**src/rtl/rastTimerPkg.sv**
```systemverilog
package rastTimerPkg;

  typedef enum logic [2:0] {
    ADDR_MODE   = 3'd0,
    ADDR_RLD_HI = 3'd1,
    ADDR_RLD_LO = 3'd2,
    ADDR_ACK    = 3'd3,
    ADDR_STOP   = 3'd4
  } regAddrE;

  localparam int MODE_LO      = 4;
  localparam int MODE_EN_BIT  = 4;
  localparam int MODE_LDW_BIT = 5;
  localparam int MODE_LDV_BIT = 6;
  localparam int MODE_RPT_BIT = 7;
  localparam int MODE_BITS    = 4;

  localparam int NUM_SRC  = 3;
  localparam int PEND_AUX = 0;
  localparam int PEND_TMR = 1;
  localparam int PEND_VBL = 2;

  localparam int PAL_FLAG_BIT = 3;

  typedef struct packed {
    logic load;
    logic countEn;
    logic reloadOnZero;
  } cntStrobeT;

endpackage

```
**src/rtl/rastTimerCtrl.sv**
```systemverilog
module rastTimerCtrl
  import rastTimerPkg::*;
#(
  parameter int DATA_W      = 16,
  parameter int LINE_W      = 9,
  parameter int FRAME_LINES = 312,
  parameter int EDGE_LINES  = 16
) (
  input  logic                  clk,
  input  logic                  rstN,
  input  logic                  regWe,
  input  logic [2:0]            regAddr,
  input  logic [DATA_W-1:0]     regWdata,
  input  logic                  pixTick,
  input  logic [LINE_W-1:0]     lineNum,
  input  logic                  palMode,
  input  logic                  vblankEvt,
  input  logic                  auxEvt,
  input  logic                  zeroHit,
  output cntStrobeT             strobes,
  output logic [2*DATA_W-1:0]   loadValue,
  output logic [NUM_SRC-1:0]    pendFlags,
  output logic [DATA_W-1:0]     statusWord
);

  localparam logic [LINE_W-1:0] TOP_END   = LINE_W'(EDGE_LINES);
  localparam logic [LINE_W-1:0] BOT_START = LINE_W'(FRAME_LINES - EDGE_LINES);

  logic [MODE_BITS-1:0] modeBits;
  logic                 stopEn;
  logic [DATA_W-1:0]    reloadHi;
  logic [DATA_W-1:0]    reloadLo;

  logic wrMode, wrHi, wrLo, wrAck, wrStop;
  logic inBorder, pauseNow, loadOnWrite, loadOnVbl;
  logic [NUM_SRC-1:0] setVec;

  always_comb begin
    wrMode = regWe && (regAddr == ADDR_MODE);
    wrHi   = regWe && (regAddr == ADDR_RLD_HI);
    wrLo   = regWe && (regAddr == ADDR_RLD_LO);
    wrAck  = regWe && (regAddr == ADDR_ACK);
    wrStop = regWe && (regAddr == ADDR_STOP);
  end

  always_ff @(posedge clk or negedge rstN) begin
    if (!rstN) begin
      modeBits <= '0;
      stopEn   <= 1'b0;
      reloadHi <= '0;
      reloadLo <= '0;
    end else begin
      if (wrMode) modeBits <= regWdata[MODE_LO +: MODE_BITS];
      if (wrStop) stopEn   <= regWdata[0];
      if (wrHi)   reloadHi <= regWdata;
      if (wrLo)   reloadLo <= regWdata;
    end
  end

  always_comb begin
    inBorder    = (lineNum < TOP_END) || (lineNum >= BOT_START);
    pauseNow    = stopEn && palMode && inBorder;
    loadOnWrite = wrLo && modeBits[MODE_LDW_BIT-MODE_LO];
    loadOnVbl   = vblankEvt && modeBits[MODE_LDV_BIT-MODE_LO];
    strobes.load         = loadOnWrite || loadOnVbl;
    strobes.countEn      = pixTick && !pauseNow;
    strobes.reloadOnZero = modeBits[MODE_RPT_BIT-MODE_LO];
    loadValue = loadOnWrite ? {reloadHi, regWdata} : {reloadHi, reloadLo};
  end

  always_comb begin
    setVec           = '0;
    setVec[PEND_AUX] = auxEvt;
    setVec[PEND_TMR] = zeroHit && modeBits[MODE_EN_BIT-MODE_LO];
    setVec[PEND_VBL] = vblankEvt;
  end

  for (genvar s = 0; s < NUM_SRC; s++) begin : g_pend
    always_ff @(posedge clk or negedge rstN) begin
      if (!rstN)          pendFlags[s] <= 1'b0;
      else if (setVec[s]) pendFlags[s] <= 1'b1;
      else if (wrAck && regWdata[s]) pendFlags[s] <= 1'b0;
    end
  end

  always_comb begin
    statusWord = '0;
    statusWord[DATA_W-1 -: LINE_W] = lineNum;
    statusWord[PAL_FLAG_BIT] = palMode;
  end

endmodule

```
**src/rtl/rastTimerDp.sv**
```systemverilog
module rastTimerDp
  import rastTimerPkg::*;
#(
  parameter int CNT_W = 32
) (
  input  logic             clk,
  input  logic             rstN,
  input  cntStrobeT        strobes,
  input  logic [CNT_W-1:0] loadValue,
  output logic [CNT_W-1:0] cntVal,
  output logic             zeroHit
);

  logic atZero;

  always_comb begin
    atZero  = (cntVal == '0);
    zeroHit = strobes.countEn && !strobes.load && atZero;
  end

  always_ff @(posedge clk or negedge rstN) begin
    if (!rstN) begin
      cntVal <= '0;
    end else if (strobes.load) begin
      cntVal <= loadValue;
    end else if (strobes.countEn) begin
      if (atZero && strobes.reloadOnZero) cntVal <= loadValue;
      else                                 cntVal <= cntVal - 1'b1;
    end
  end

endmodule

```
**src/rtl/rastTimerIrq.sv**
```systemverilog
module rastTimerIrq
  import rastTimerPkg::*;
#(
  parameter int DATA_W      = 16,
  parameter int LINE_W      = 9,
  parameter int FRAME_LINES = 312,
  parameter int EDGE_LINES  = 16
) (
  input  logic              clk,
  input  logic              rstN,
  input  logic              regWe,
  input  logic [2:0]        regAddr,
  input  logic [DATA_W-1:0] regWdata,
  input  logic              pixTick,
  input  logic [LINE_W-1:0] lineNum,
  input  logic              palMode,
  input  logic              vblankEvt,
  input  logic              auxEvt,
  output logic              irqOut,
  output logic [2:0]        pendFlags,
  output logic [DATA_W-1:0] statusWord
);

  localparam int CNT_W = 2 * DATA_W;

  cntStrobeT        strobes;
  logic [CNT_W-1:0] loadValue;
  logic [CNT_W-1:0] cntVal;
  logic             zeroHit;

  rastTimerCtrl #(
    .DATA_W(DATA_W), .LINE_W(LINE_W),
    .FRAME_LINES(FRAME_LINES), .EDGE_LINES(EDGE_LINES)
  ) u_ctrl (
    .clk(clk), .rstN(rstN), .regWe(regWe), .regAddr(regAddr),
    .regWdata(regWdata), .pixTick(pixTick), .lineNum(lineNum),
    .palMode(palMode), .vblankEvt(vblankEvt), .auxEvt(auxEvt),
    .zeroHit(zeroHit), .strobes(strobes), .loadValue(loadValue),
    .pendFlags(pendFlags), .statusWord(statusWord)
  );

  rastTimerDp #(.CNT_W(CNT_W)) u_dp (
    .clk(clk), .rstN(rstN), .strobes(strobes), .loadValue(loadValue),
    .cntVal(cntVal), .zeroHit(zeroHit)
  );

  assign irqOut = |pendFlags;

endmodule

```
**config.mk**
```make
export PLATFORM = sky130hd
export DESIGN_NAME = rastTimerIrq
export DESIGN_NICKNAME = d
export VERILOG_FILES = /design/src/rtl/rastTimerPkg.sv /design/src/rtl/rastTimerCtrl.sv /design/src/rtl/rastTimerDp.sv /design/src/rtl/rastTimerIrq.sv
export SDC_FILE = /design/constraint.sdc
export NUM_CORES = 1
export LEC_CHECK = 0
export ABC_AREA = 1
export BUFFER_PORTS_ARGS = -buffer_cell sky130_fd_sc_hd__buf_2
export CAP_MARGIN = 20
export CORE_MARGIN = 5
export CORE_UTILIZATION = 30
export DETAILED_ROUTE_END_ITERATION = 7
export HOLD_SLACK_MARGIN = 0.15
export PLACE_DENSITY_LB_ADDON = 0.12
export RECOVER_POWER = 50
export SYNTH_ARGS = -nofsm -noshare
export SYNTH_HDL_FRONTEND = slang
export SYNTH_SLANG_ARGS = --single-unit
```
**constraint.sdc**
```tcl
create_clock -name clk -period 1.56 [get_ports clk]
set_input_delay 0.156 -clock clk [delete_from_list [all_inputs] [get_ports clk]]
set_output_delay 0.156 -clock clk [all_outputs]
set_load 0.02 [all_outputs]
```
==> qor.yml <==
status: "finished, violations left"
violations: "negative setup slack"
path_buf_inv: 3
arrival_ns: 1.98
synth.largest_area_cell: "dfrtp_1"
min_period_ns: 1.756
peakVddDrop_uv: 682.5
drc: 0
final-hold-violation-count: 0
track_usage_pct: 16.10
critPathCapture: "u_dp.cntVal[27]$_DFFE_PN0P_"
synthesis.area_um2: 4467
maxCapViolCount: 0
root_buffer: "clkbuf_16"
power.internal_mw: 6.300
synthSimpleGateAreaFrac_pct: 36.97
antenna_found_initial: 0
fmax_mhz: 569.6
cp_max_fo: 8
worst_slew_pin_slew_ns: 1.067
reg2reg_to: "u_dp.cntVal[27]$_DFFE_PN0P_"
clk-insertion-delay-late_ns: 0.34
hp-class: "in2reg"
fin_ws_ns: -0.1957
p_sw_mw: 3.660
slew_viol_final: 0
area_growth_pct: 40.08
clock_power_share_pct: 23.6
worstPathRequired_ns: 1.78
finalWirelength_mm: 13.72
gp_congestion: 0.9026
grt_pass1_wl_mm: 22.87
crit_type: "reg2reg"
synth_edf_count: 0
ys_seq_area_share_pct: 40.34
route.detailed.wl_per_inst_um: 14.00
startpoint_type: "flip-flop"
synth_cells: 649
antenna_cells: 0
synth_area_leaders: "dfrtp_1, nand2_1, o21ai_0"
yosysTopAreaCellShare_pct: 40.34
power.density_nw_per_um2: 1592
ios: 55
clock_path_buffers: 2
post-synth-top-count-cell: "nand2_1"
seqPwrFrac_pct: 28.2
end_kind: "flip-flop"
synthMuxAreaShare_pct: 0
final.fill_count: 1520
rsz0062_at_grt: "yes"
drive_gt1_share_pct: 28.39
path_cells: "inv_2 > ha_4 > nand2_4 > nor2_4 > inv_2 > nor2_4 > nand3_4 > nand2_8 > buf_12 > nand2_2 > nand3_1 > nand2_1"
drtPass1Iterations: 4
synthXorXnorAreaFrac_pct: 2.745
ys_warn_count: 0
clk_pin_slew_ns: 0.06
dpl.hpwl_mm: 10.14
grt_pass1_vias: 4474
nets: 827
async_flop_share_pct: 100.0
synth.distinct_cells: 29
h-tree-depth: 3
ys.flop_type: "dfrtp_1"
p_sw_share_pct: 36.75
fin_crit_sh_pct: 112.5
cp_slowest_cell: "dfrtp_1"
die_x_um: 132.0
numCtsBuffers: 9
clock-skew-final_ns: 0.008211
drt_iter0_drc: 249
portBuffers: 42
clock_sinks: 72
p_leak_nw: 3.135
synth_top_family_by_area: "simple AND/OR/NAND/NOR gates"
grt_max_degree: 73
r2r_slack_ns: -0.20
whs_ns: 0.1679
core_area_um2: 14590
setup_violations: 33
synthAdderAreaFrac_pct: 0.2801
via_count: 4492
post-route-util_pct: 42.89
die_h_um: 132.0
start_util_pct: 30.62
synth_commonest_cells: "nand2_1, dfrtp_1, nor2_1"
dieArea_um2: 17430
comb_power_share_pct: 48.2
synth_seq_cells: 72
vias_per_cell: 4.584
synth.avg_cell_area_um2: 6.883
crit_family: "simple AND/OR/NAND/NOR gates"
postRouteAntennaNets: 0
cts_tree: "done"
relSlewSlack_pct: 28.88
rows: 44
synth_compound_area_share_pct: 7.815
r2r-start: "u_dp.cntVal[0]$_DFFE_PN0P_"
overflow: 0
critPathLaunch: "u_dp.cntVal[0]$_DFFE_PN0P_"
cp_slowest_stage_delay_ns: 0.39
worstRegToRegCells: 12
path_depth: 12
## power by group through the flow
stage          clock network, mW  logic, mW  registers [mW]
2_1_floorplan                  0       2.22            2.84
3_3_place_gp                   0       4.34            2.79
3_5_place_dp                   0       4.33            2.81
4_1_cts                     2.43       4.67            2.79
5_1_grt                     2.49       5.37            2.88
6_report                    2.36       4.80            2.81
## placed cells by master (no fill, tap or decap), types with 2 or more instances in the layout
master         instances
conb_1                 6
buf_2                 34
o21bai_1               2
o21ai_0               61
nand2_4                9
nand3b_1               4
nand4_1               19
nor2_2                18
buf_12                 2
nor2_1                54
nand3_2               13
clkbuf_4               2
buf_6                  2
dfrtp_1               72
clkbuf_1              11
o21ai_1                3
nand2_1              191
nand2_2               19
clkbuf_16              9
dlygate4sd3_1         18
xor2_1                 5
nand3_1               50
buf_4                 98
inv_1                 63
bufinv_16              3
xnor2_1                9
inv_2                  5
nor2_4                 5
## final cells by class
type / instances / area [um2] / share of cell area, %
clock buffers: 13 / 240.2 / 3.839
clock inverters: 3 / 90.09 / 1.440
inverters: 68 / 255.2 / 4.079
multi-input cells: 475 / 2407 / 38.47
flip-flops and latches: 72 / 1802 / 28.79
well taps: 184 / 230.2 / 3.679
repair buffers: 165 / 1232 / 19.70
## per-stage QoR
step	setup TNS (ns)	cell area (um2)	power, mW	cells	setup WS [ns]
3_3_place_gp	-6.690	5431	7.136	937	-0.3033
4_1_cts	-4.066	6153	9.894	977	-0.1528
5_1_grt	-10.07	6257	10.75	980	-0.2910
3_5_place_dp	-7.185	5431	7.136	937	-0.2903
6_report	-5.248	6257	9.960	980	-0.1957
2_1_floorplan	0	4501	5.066	654	0.002407
## layer usage
layer	GRT usage, %	routed length [um]	share of wire, %	up-vias
li1	-	-	-	2330
met1	22.46	6580	48	2063
met2	25.38	6427	47	78
met3	2.061	397	2.9	21
met4	6.343	318	2.3	0
met5	0	0	0	-
## logic make-up after synthesis
kind of cell,count (synthesis)
adder cells (fa/ha/maj),1
flip-flops,72
AND/OR/NAND/NOR,386
other,1
buffers and inverters,107
AO/OA/AOI/OAI,68
XOR/XNOR,14
## sequential cells by signal, summed over array words and instances, names as in the netlist
| signal | flops |
|---|---|
| u_dp.cntVal | 32 |
| u_ctrl.reloadHi | 16 |
| u_ctrl.reloadLo | 16 |
| u_ctrl.modeBits | 4 |
| u_ctrl.pendFlags | 3 |
| u_ctrl.stopEn | 1 |
## worst min-delay path by stage
stage	from	end	slack, ns	depth (start not counted)
3_3_place_gp	rstN	u_dp.cntVal[16]$_DFFE_PN0P_	0.21	2
6_report	regWdata[0]	u_ctrl.stopEn$_DFFE_PN0P_	0.17	3
4_1_cts	regWdata[4]	u_ctrl.reloadHi[4]$_DFFE_PN0P_	0.15	3
3_5_place_dp	rstN	u_dp.cntVal[17]$_DFFE_PN0P_	0.22	2
2_1_floorplan	rstN	u_ctrl.modeBits[0]$_DFFE_PN0P_	-0.14	0
5_1_grt	regWdata[0]	u_ctrl.stopEn$_DFFE_PN0P_	0.16	3
## worst min-delay path, stage by stage
cell	delay (ns)
buf_2	0.07
inv_1	0.07
o21ai_0	0.16
## what timing repair did
item	in CTS	in global routing
resized for setup	45	31
pin swaps	14	16
setup endpoints to repair	32	33
cloned	1	0
hold endpoints to repair	99	0
hold buffers	18	0
setup buffers	5	5
Power figures use the tool's default switching activity.
